[src/rtl/pwm_pkg.sv]
package pwm_pkg;
    localparam int unsigned PWM_SLOTS  = 8;
    localparam int unsigned PWM_DUTY_W = 10;
    localparam int unsigned PWM_DIV_W  = 4;
    localparam int unsigned PWM_LVL_W  = 4;
endpackage

[src/rtl/pwm_prescaler.sv]
module pwm_prescaler #(
    parameter int unsigned DIV_W = 4
) (
    input  logic             clk,
    input  logic             rst_n,
    input  logic             en,
    input  logic [DIV_W-1:0] code,
    output logic             tick
);
    logic [DIV_W-1:0] phase_d, phase_q;

    always_comb begin
        // >= rather than == so a lowered code never skips past its match
        tick    = en && (phase_q >= code);
        phase_d = phase_q;
        if (en) begin
            phase_d = tick ? '0 : phase_q + 1'b1;
        end
    end

    always_ff @(posedge clk) begin
        if (!rst_n) phase_q <= '0;
        else        phase_q <= phase_d;
    end
endmodule

[src/rtl/pwm_bank.sv]
module pwm_bank #(
    parameter int unsigned SLOTS  = 8,
    parameter int unsigned DUTY_W = 10,
    parameter int unsigned AW     = 3
) (
    input  logic                    clk,
    input  logic                    rst_n,
    input  logic                    wr_en,
    input  logic [AW-1:0]           wr_addr,
    input  logic [DUTY_W-1:0]       wr_duty,
    input  logic                    load,
    input  logic [DUTY_W-1:0]       count,
    input  logic                    force_off,
    output logic [SLOTS-1:0]        pwm,
    output logic [SLOTS*DUTY_W-1:0] act_flat,
    output logic [SLOTS*DUTY_W-1:0] pend_flat
);
    typedef struct packed {
        logic [SLOTS-1:0][DUTY_W-1:0] pend;
        logic [SLOTS-1:0][DUTY_W-1:0] act;
    } slots_t;

    slots_t st_d, st_q;

    always_comb begin
        st_d = st_q;
        // staged values taken before this cycle's write
        if (load)  st_d.act = st_q.pend;
        if (wr_en) st_d.pend[wr_addr] = wr_duty;
    end

    always_ff @(posedge clk) begin
        if (!rst_n) st_q <= '0;
        else        st_q <= st_d;
    end

    for (genvar g = 0; g < SLOTS; g++) begin : g_slot
        assign pwm[g] = ~force_off & (count <= st_q.act[g]);
    end

    assign act_flat  = st_q.act;
    assign pend_flat = st_q.pend;
endmodule

[src/rtl/dual_bank_pwm.sv]
module dual_bank_pwm
    import pwm_pkg::*;
#(
    parameter int unsigned SLOTS  = PWM_SLOTS,
    parameter int unsigned DUTY_W = PWM_DUTY_W,
    parameter int unsigned DIV_W  = PWM_DIV_W,
    parameter int unsigned LVL_W  = PWM_LVL_W
) (
    input  logic              clk,
    input  logic              rst_n,
    input  logic              clk_en,
    input  logic              force_off,
    input  logic              wr_en,
    input  logic [2:0]        wr_addr,
    input  logic [DUTY_W-1:0] duty_a,
    input  logic [DUTY_W-1:0] duty_b,
    input  logic [LVL_W-1:0]  bright_a,
    input  logic [LVL_W-1:0]  bright_b,
    input  logic [DIV_W-1:0]  div_code,
    output logic [SLOTS-1:0]  pwm_a,
    output logic [SLOTS-1:0]  pwm_b,
    output logic [LVL_W-1:0]  level_a,
    output logic [LVL_W-1:0]  level_b
);
    localparam int unsigned      AW      = 3;
    localparam logic [DUTY_W-1:0] CNT_TOP = '1;

    typedef struct packed {
        logic [DUTY_W-1:0] cnt;
        logic [DIV_W-1:0]  div;
        logic [LVL_W-1:0]  lvl_a;
        logic [LVL_W-1:0]  lvl_b;
    } ctl_t;

    ctl_t                    st_d, st_q;
    logic                    tick;
    logic                    wrap;
    logic [DUTY_W-1:0]       count;
    logic [SLOTS*DUTY_W-1:0] act_a_flat, pend_a_flat;
    logic [SLOTS*DUTY_W-1:0] act_b_flat, pend_b_flat;

    pwm_prescaler #(.DIV_W(DIV_W)) u_pre (
        .clk  (clk),
        .rst_n(rst_n),
        .en   (clk_en),
        .code (st_q.div),
        .tick (tick)
    );

    always_comb begin
        st_d = st_q;
        wrap = tick && (st_q.cnt == CNT_TOP);
        if (tick) st_d.cnt = st_q.cnt + 1'b1;
        if (wr_en) begin
            st_d.div   = div_code;
            st_d.lvl_a = bright_a;
            st_d.lvl_b = bright_b;
        end
    end

    always_ff @(posedge clk) begin
        if (!rst_n) st_q <= '0;
        else        st_q <= st_d;
    end

    assign count   = st_q.cnt;
    assign level_a = st_q.lvl_a;
    assign level_b = st_q.lvl_b;

    pwm_bank #(.SLOTS(SLOTS), .DUTY_W(DUTY_W), .AW(AW)) u_bank_a (
        .clk      (clk),
        .rst_n    (rst_n),
        .wr_en    (wr_en),
        .wr_addr  (wr_addr),
        .wr_duty  (duty_a),
        .load     (wrap),
        .count    (count),
        .force_off(force_off),
        .pwm      (pwm_a),
        .act_flat (act_a_flat),
        .pend_flat(pend_a_flat)
    );

    pwm_bank #(.SLOTS(SLOTS), .DUTY_W(DUTY_W), .AW(AW)) u_bank_b (
        .clk      (clk),
        .rst_n    (rst_n),
        .wr_en    (wr_en),
        .wr_addr  (wr_addr),
        .wr_duty  (duty_b),
        .load     (wrap),
        .count    (count),
        .force_off(force_off),
        .pwm      (pwm_b),
        .act_flat (act_b_flat),
        .pend_flat(pend_b_flat)
    );
endmodule

[config.mk]
export PLATFORM = sky130hd
export DESIGN_NAME = dual_bank_pwm
export DESIGN_NICKNAME = d
export VERILOG_FILES = /design/src/rtl/pwm_pkg.sv /design/src/rtl/pwm_prescaler.sv /design/src/rtl/pwm_bank.sv /design/src/rtl/dual_bank_pwm.sv
export SDC_FILE = /design/constraint.sdc
export NUM_CORES = 1
export LEC_CHECK = 0
export ABC_AREA = 1
export BUFFER_PORTS_ARGS = -buffer_cell sky130_fd_sc_hd__buf_4
export CAP_MARGIN = 15
export CORE_ASPECT_RATIO = 0.5
export CORE_MARGIN = 5
export CORE_UTILIZATION = 40
export CTS_CLUSTER_DIAMETER = 30
export DETAILED_ROUTE_END_ITERATION = 10
export GPL_ROUTABILITY_DRIVEN = 0
export PLACE_DENSITY = 0.61
export SLEW_MARGIN = 20
export SYNTH_ARGS = -nofsm -noshare
export SYNTH_HDL_FRONTEND = slang
export SYNTH_SLANG_ARGS = --single-unit
[constraint.sdc]
create_clock -name clk -period 2 [get_ports clk]
set_input_delay 0.4 -clock clk [delete_from_list [all_inputs] [get_ports clk]]
set_output_delay 0.4 -clock clk [all_outputs]
set_load 0.05 [all_outputs]
# [After elaboration in Yosys (flattened, before gate mapping)]
# Cells that the tools add are included.
[totals] ff_bits=346 latch_bits=0 ramBits=0 romBits=0 input_bits=40 output_inout_bits=24 wordCells=84 n_memories=0
[op_classes] addsub=2 n_mul=0 n_div=0 order_cmp=19 eq_ne=1 shifts=0 mux=5 n_bitwise=17 reduce_logical=3
[ops] operator="$bwmux 80" count=2
[ops] operator="$le 10x10->1" count=16
[ops] operator="$demux 10 s3" count=1
[ops] operator="$and 1x1->1" count=16
[ops] operator="$add 10x1->10 const B" count=1
[ops] operator="$eq 10x10->1 const B" count=1
[ops] operator="$mux 10" count=1
[ops] operator="$add 4x1->4 const B" count=1
[ops] operator="$ge 4x4->1" count=1
[ops] operator="$lt 3x4->1 const B" count=1
[ops] operator="$mux 4" count=1
[ops] operator="$ge 3x1->1 const B" count=1
[ops] operator="$logic_and 1x1->1" count=3
[ops] operator="$not 1->1" count=1

# [Logic depth before layout (Yosys ltp)]
# Gate-level depths: netlist of run 1.
[depth] word_depth=5 ltp_mapped=13 ltp_nobuf=11

# [Cells and area by module]
# Synthesis of run 1 repeated with hierarchy kept, for this count alone.
[hier_totals] hier_cells=2235 area_unflattened_um2=16495.8
[modules_own_cells] mod="pwm_bank" n_inst=2 cells_per_inst=1031 area_per_inst_um2=7627.3 seq_area_each_um2=3203.1
[modules_own_cells] mod="dual_bank_pwm" n_inst=1 cells_per_inst=129 area_per_inst_um2=943.4 seq_area_each_um2=440.4
[modules_own_cells] mod="pwm_prescaler" n_inst=1 cells_per_inst=44 area_per_inst_um2=297.8 seq_area_each_um2=80.1

# [Least setup slack after synthesis of run 1]
# Ideal clock, no wire load.
[synth_path] path_kind="reg-to-output" startpoint="register st_q (netlist bit count[5])" endpoint="output pwm_a[3]" arrival_ps=2162 t_required_ps=1600 slack_ps=-562 path_stages_with_launch=6 n_path_buf=0 cell_sequence="dfxtp_1 > ha_1 > a21o_1 > o21ai_0 > nand3_1 > a21oi_1"
[synth_between] elab_chain_len=2
[synth_rtl] item="start: declaration" line_no="dual_bank_pwm.sv:35" text="ctl_t st_d, st_q;"
[synth_rtl] item="start signal: assignment" line_no="dual_bank_pwm.sv:63" text="else st_q <= st_d;"
[synth_rtl] item="$le 10x10->1" line_no="pwm_bank.sv:38" text="assign pwm[g] = ~force_off & (count <= st_q.act[g]);"
[synth_rtl] item="$and 1x1->1" line_no="pwm_bank.sv:38"
[synth_rtl] item="end: declaration" line_no="dual_bank_pwm.sv:20" text="output logic [SLOTS-1:0] pwm_a,"
# Every way passes these cells.

# [Final worst setup path of run 1]
[layout_path] startpoint="register st_q (netlist bit count[7])" endpoint="output pwm_a[7]"
# The elaborated chain is that of the path after synthesis.

==> flow_metrics.py, run 1 <==
metrics = {
    "synth": {
        "ys_seq_elements": 346,
        "synth_top_area_share_pct": 37.9,
        "synth_area_um2": 18300,
        "yosys_warnings": 0,
        "ys_top_cells_by_area": "dfxtp_1 (38%), ha_1 (11%), inv_1 (11%)",
        "synth_edf_count": 0,
        "ys_seq_area_share_pct": 37.9,
        "synth_nets": 2835,
        "synth_common_cells": "inv_1 (548), nand2_1 (479), dfxtp_1 (346)",
        "synthCells": 2629,
        "yosys.area_share.simple_pct": 22.7,
        "synth-main-ff-cell": "dfxtp_1",
        "synth-xor-area-share_pct": 0.192,
        "synthAdderAreaFrac_pct": 11.4,
        "ys_types": 24,
        "synth_compound_area_share_pct": 12.7,
        "synth.avg_cell_area_um2": 6.95,
        "async_flop_share_pct": 0,
        "yosys.area.top_type": "dfxtp_1",
        "synth_top_family_by_area": "simple AND/OR/NAND/NOR gates",
        "yosysMostFrequentCell": "inv_1",
        "synthMuxAreaShare_pct": 0.0548,
    },
    "setup_path": {
        "critPathSlowestCell": "dfxtp_4",
        "path_class": "flip-flop to output pin",
        "worst_path_most_repeated_cell": "nor2_1",
        "arrival_ns": 2.23,
        "cp-start-kind": "flip-flop",
        "end_kind": "output pin",
        "path_cells": "clkbuf_16, ha_4, a21oi_1, nor2_1, nor2_1, nand3_1, a21oi_4, buf_6",
        "worstPathMaxFanout": 5,
        "cp_num_buf_inv": 2,
        "crit_family": "flip-flops",
        "worstPathRequired_ns": 1.60,
        "slowest_delay_ns": 0.40,
    },
    "sta": {
        "hold_slack_ns": 0.0503,
        "fmax_mhz": 380,
        "relSlewSlack_pct": 53.3,
        "skew_ns": 0.0401,
        "post-route-period-util_pct": 132,
        "hold_viol_final": 0,
        "drv_slew": 0,
        "finalSetupViolCount": 16,
        "layout_min_cycle_time_ns": 2.63,
        "setup_ws_ns": -0.633,
        "tightest_slew_ns": 0.701,
        "tns_ns": -8.99,
        "rsz0062_at_grt": "yes",
    },
    "clocking": {
        "clock_latency_ns": 0.60,
        "clock-sinks": 346,
        "cts_root_buf": "clkbuf_16",
        "cts_buffers": 58,
        "htree_num_levels": 2,
        "holdBufCountCts": 0,
        "cts_tree": "built",
        "path_clk_slew_ns": 0.05,
        "cts.path.max_buffers": 3,
    },
    "global_routing": {
        "grt_pass1_vias": 15100,
        "grt_max_degree": 76,
        "track_usage_pct": 19.9,
        "globalRouteOverflowTotal": 0,
        "antenna_found_initial": 3,
        "grt_pass1_wl_um": 81700,
    },
    "place": {
        "hpwlAfterDp_um": 31600,
        "dp_slack_ns": -0.109,
        "postPlaceCellArea_um2": 19900,
        "port_buffers": 63,
    },
    "worst_hold_path": {
        "hold_class": "input port to flip-flop",
    },
    "detailed_routing": {
        "vias": 16800,
        "postRouteAntennaNets": 0,
        "routed_wl_um": 56900,
        "topRoutingLayerUsed": "met4",
        "wl_met2_um": 24300,
        "wl_met1_um": 27100,
        "drc": 0,
        "wl_met3_um": 4270,
        "initialDrtViolationCount": 1316,
        "viasPerCell": 5.02,
        "first_pass_iters": 6,
        "avgRoutedWirePerCell_um": 17.0,
    },
    "die": {
        "die_area_um2": 50300,
        "die_x_um": 312,
        "dieHeight_um": 161,
        "start_util_pct": 40.5,
        "ios": 64,
        "placementRows": 55,
        "core_area_um2": 45100,
    },
    "status": {
        "violations": "setup timing",
        "outcome": "finished with violations",
    },
    "pwr": {
        "peakVddDrop_v": 0.000802,
        "power.leakage_uw": 0.0109,
        "power.density_nw_per_um2": 831,
    },
    "final_layout": {
        "nets": 2912,
        "fillers": 4059,
        "final_area_um2": 24800,
        "diodes": 0,
        "areaGrowthSynthToFinish_pct": 35.8,
        "drive_gt1_share_pct": 21.7,
    },
    "job": {
        "cap_violations": 0,
    },
}
## worst register-to-register path: stages (launching register included)
cell and delay [ns]:
dfxtp_4 0.40, buf_16 0.15, buf_6 0.10, nand2_2 0.04, nor2_2 0.08, nand2_2 0.08
nor2_4 0.12, buf_12 0.13, nand3_4 0.17, buf_12 0.22, clkbuf_16 0.19, nand2_1 0.07
inv_1 0.04, nor2_1 0.10
## metal layers
| metal | up-vias | track usage, % |
|---|---|---|
| met5 | - | 0 |
| met1 | 7717 | 28.5 |
| met4 | 0 | 5.04 |
| met2 | 501 | 31.1 |
| li1 | 8500 | - |
| met3 | 103 | 3.54 |
## worst paths after layout
check / cells past startpoint / end / start / slack [ns]
min reg2reg: 2 / u_bank_b.pend_flat[45] / u_bank_b.pend_flat[45] / 0.45
max reg2reg: 13 / u_bank_a.act_flat[39] / count[6] / 0.02
min: 3 / level_a[3] / bright_a[3] / 0.05
max: 8 / pwm_a[7] / count[7] / -0.63
## kinds of logic (layout without fill, tap and decap cells)
group           Yosys count  in the layout
flops                   346            346
fa+ha+maj               166            166
xor+xnor                  4              4
buf+inv                 703            830
mux                       1              1
simple gates            966            966
compound gates          443            443
## cells in the final DEF, fill, tap and decap left out, types with 13 or more instances in the layout
master,synthesis,layout
nand4_1,178,178
nand3_2,1,14
o21ai_0,183,176
nor2_1,266,218
a21oi_4,0,16
a21o_1,20,20
bufinv_16,0,13
buf_12,0,38
dfxtp_1,346,337
nor2_2,0,35
a21oi_2,0,19
nand3_1,36,21
clkbuf_16,0,72
buf_6,11,30
inv_1,548,534
nand2_2,0,96
ha_1,166,78
a21oi_1,221,186
inv_2,0,14
nor2_4,1,14
nand2_1,479,373
buf_4,8,76
ha_4,0,88
## power by group
part | total, µW | internal, µW | switching [µW]
Clock | 11300 | 7340 | 3930
Sequential | 7080 | 7030 | 49.4
Combinational | 2290 | 789 | 1500
## flip-flops by register name (all words and copies together), names as in the netlist
register / flops
u_bank_a.act_flat: 80
u_bank_b.act_flat: 80
level_a: 4
u_pre.phase_q: 4
u_bank_b.pend_flat: 80
u_bank_a.pend_flat: 80
st_q: 4
count: 10
level_b: 4
## final cells by class
| type | instances | area [µm²] | share of cell area [%] |
|---|---|---|---|
| Clock inverter | 45 | 686 | 2.76 |
| Sequential cell | 346 | 6960 | 28.0 |
| Clock buffer | 65 | 1540 | 6.20 |
| Multi-Input combinational cell | 1580 | 10500 | 42.4 |
| Inverter | 548 | 2060 | 8.29 |
| Tap cell | 598 | 748 | 3.02 |
| Timing Repair Buffer | 172 | 2310 | 9.30 |
## stage by stage
stage | instances | util, % | power, µW
final | 3354 | 55.0 | 20600
after global routing | 3354 | 55.0 | 21300
after CTS | 3329 | 51.9 | 20700
after detailed placement | 3204 | 44.2 | 9380
after global placement | 3204 | 44.2 | 9350
after floorplan | 2629 | - | 8590
## timing repair
| item | 4_1_cts | 5_1_grt |
|---|---|---|
| pin swaps | 75 | 172 |
| resized for setup | 171 | 216 |
| cloned | 4 | 21 |
| endpoints found under the setup margin | 84 | 175 |
| setup buffers | 11 | 5 |
| hold endpoints to repair | 0 | 0 |
No activity file was read; power rests on OpenSTA's default activity.
==> run 2: changes to the inputs <==
HOLD_SLACK_MARGIN = 0.1   (was unset)
==> flow_metrics.py, run 2 (synthesis gave the netlist of run 1 again) <==
metrics = {
    "status": {
        "outcome": "finished with violations",
        "violations": "setup timing",
    },
    "detailed_routing": {
        "routed_wl_um": 57100,
        "vias": 16900,
        "postRouteAntennaNets": 0,
        "viasPerCell": 5.03,
        "first_pass_iters": 5,
        "drc": 0,
        "initialDrtViolationCount": 1274,
        "avgRoutedWirePerCell_um": 17.0,
    },
    "die": {
        "die_area_um2": 50300,
        "ios": 64,
        "die_x_um": 312,
        "start_util_pct": 40.5,
        "core_area_um2": 45100,
        "placementRows": 55,
        "dieHeight_um": 161,
    },
    "clocking": {
        "htree_num_levels": 2,
        "clock_latency_ns": 0.60,
        "cts_tree": "built",
        "cts_buffers": 58,
        "clock-sinks": 346,
        "cts.path.max_buffers": 3,
        "cts_root_buf": "clkbuf_16",
        "path_clk_slew_ns": 0.07,
    },
    "final_layout": {
        "diodes": 0,
        "final_area_um2": 24900,
        "nets": 2924,
        "fillers": 4041,
        "drive_gt1_share_pct": 21.6,
        "final_cell_mix": "inv_1 (534), nand2_1 (373), dfxtp_1 (337)",
        "areaGrowthSynthToFinish_pct": 36.5,
        "final_common_cell": "inv_1",
    },
    "place": {
        "port_buffers": 63,
        "dp_slack_ns": -0.109,
        "hpwlAfterDp_um": 31600,
        "postPlaceCellArea_um2": 19900,
    },
    "setup_path": {
        "worstPathMaxFanout": 5,
        "cp-start-kind": "flip-flop",
        "crit_family": "flip-flops",
        "path_cells": "clkbuf_16, ha_4, a21oi_1, nor2_1, nor2_1, nand3_1, a21oi_4, buf_6",
        "arrival_ns": 2.23,
        "critPathSlowestCell": "dfxtp_4",
        "end_kind": "output pin",
        "worstPathRequired_ns": 1.60,
        "cp_num_buf_inv": 2,
        "worst_path_most_repeated_cell": "nor2_1",
        "cp_num_cells": 8,
        "slowest_delay_ns": 0.40,
        "reg2reg_depth": 13,
        "path_class": "flip-flop to output pin",
    },
    "pwr": {
        "power.leakage_uw": 0.0110,
        "power.density_nw_per_um2": 828,
        "power.total_uw": 20700,
        "peakVddDrop_v": 0.000804,
    },
    "global_routing": {
        "globalRouteOverflowTotal": 0,
        "track_usage_pct": 20.0,
        "antenna_found_initial": 3,
        "grt_pass1_vias": 15200,
        "grt_max_degree": 76,
        "grt_pass1_wl_um": 82100,
    },
    "sta": {
        "setup_ws_ns": -0.631,
        "rsz0062_at_grt": "yes",
        "relSlewSlack_pct": 53.3,
        "hold_viol_final": 0,
        "hold_slack_ns": 0.168,
        "fmax_mhz": 380,
        "finalSetupViolCount": 16,
        "tightest_slew_ns": 0.700,
        "post-route-period-util_pct": 132,
        "layout_min_cycle_time_ns": 2.63,
        "drv_slew": 0,
        "skew_ns": 0.0413,
    },
    "worst_hold_path": {
        "hold_depth": 3,
        "hold_class": "input port to flip-flop",
    },
    "job": {
        "cap_violations": 0,
    },
}
run 2: changes by cell type in the layout (fill, tap and decap cells not counted):
cell | previous run | this run
dlygate4sd3_1 | 0 | 12
run 2: final cells by class:
class	instances	area (µm²)	share of cell area [%]
multi-input combinational	1580	10500	42.2
clock buffer	65	1540	6.17
tap	598	748	3.00
inverter	548	2060	8.25
timing repair buffer	184	2430	9.74
clock inverter	45	686	2.75
sequential	346	6960	27.9
run 2: report_power, final:
group          internal [µW]  leakage (µW)  switching, µW
registers               7030       0.00281           50.0
clock network           7340       0.00106           3930
logic                    804       0.00712           1500
total                  15200        0.0110           5480
run 2: worst min-delay path, cell delays in order:
cell and delay [ns]:
buf_8 0.17, nand2_1 0.10, nor2_1 0.03
run 2: path summary, 6_finish.rpt:
path | start | end | slack (ns)
min | rst_n | u_bank_b.act_flat[64] | 0.17
min reg2reg | u_bank_b.pend_flat[45] | u_bank_b.pend_flat[45] | 0.45
max | count[7] | pwm_a[7] | -0.63
max reg2reg | count[6] | u_bank_b.act_flat[5] | 0.03
run 2: what timing repair did:
action                                 4_1_cts  5_1_grt
pin swaps                                   75      172
cloned                                       4       21
gates resized for setup                    171      216
setup endpoints to repair                   84      175
buffers inserted                            11        5
endpoints found under the hold margin       12        0
hold buffers                                12        0
run 2: routing by layer:
metal | GRT usage, % | part of all wire [%]
met1 | 28.5 | 48
met2 | 31.4 | 43
met3 | 3.54 | 7.0
met4 | 5.04 | 2.2
met5 | 0 | 0
run 2: through the flow:
stage                     setup TNS [ns]  cells  utilization [%]
after floorplan                        0   2629                -
after global placement            -0.876   3204             44.2
after detailed placement           -3.92   3204             44.2
after CTS                          -9.28   3341             52.2
after global routing              -12.14   3366             55.2
final                              -8.96   3366             55.2
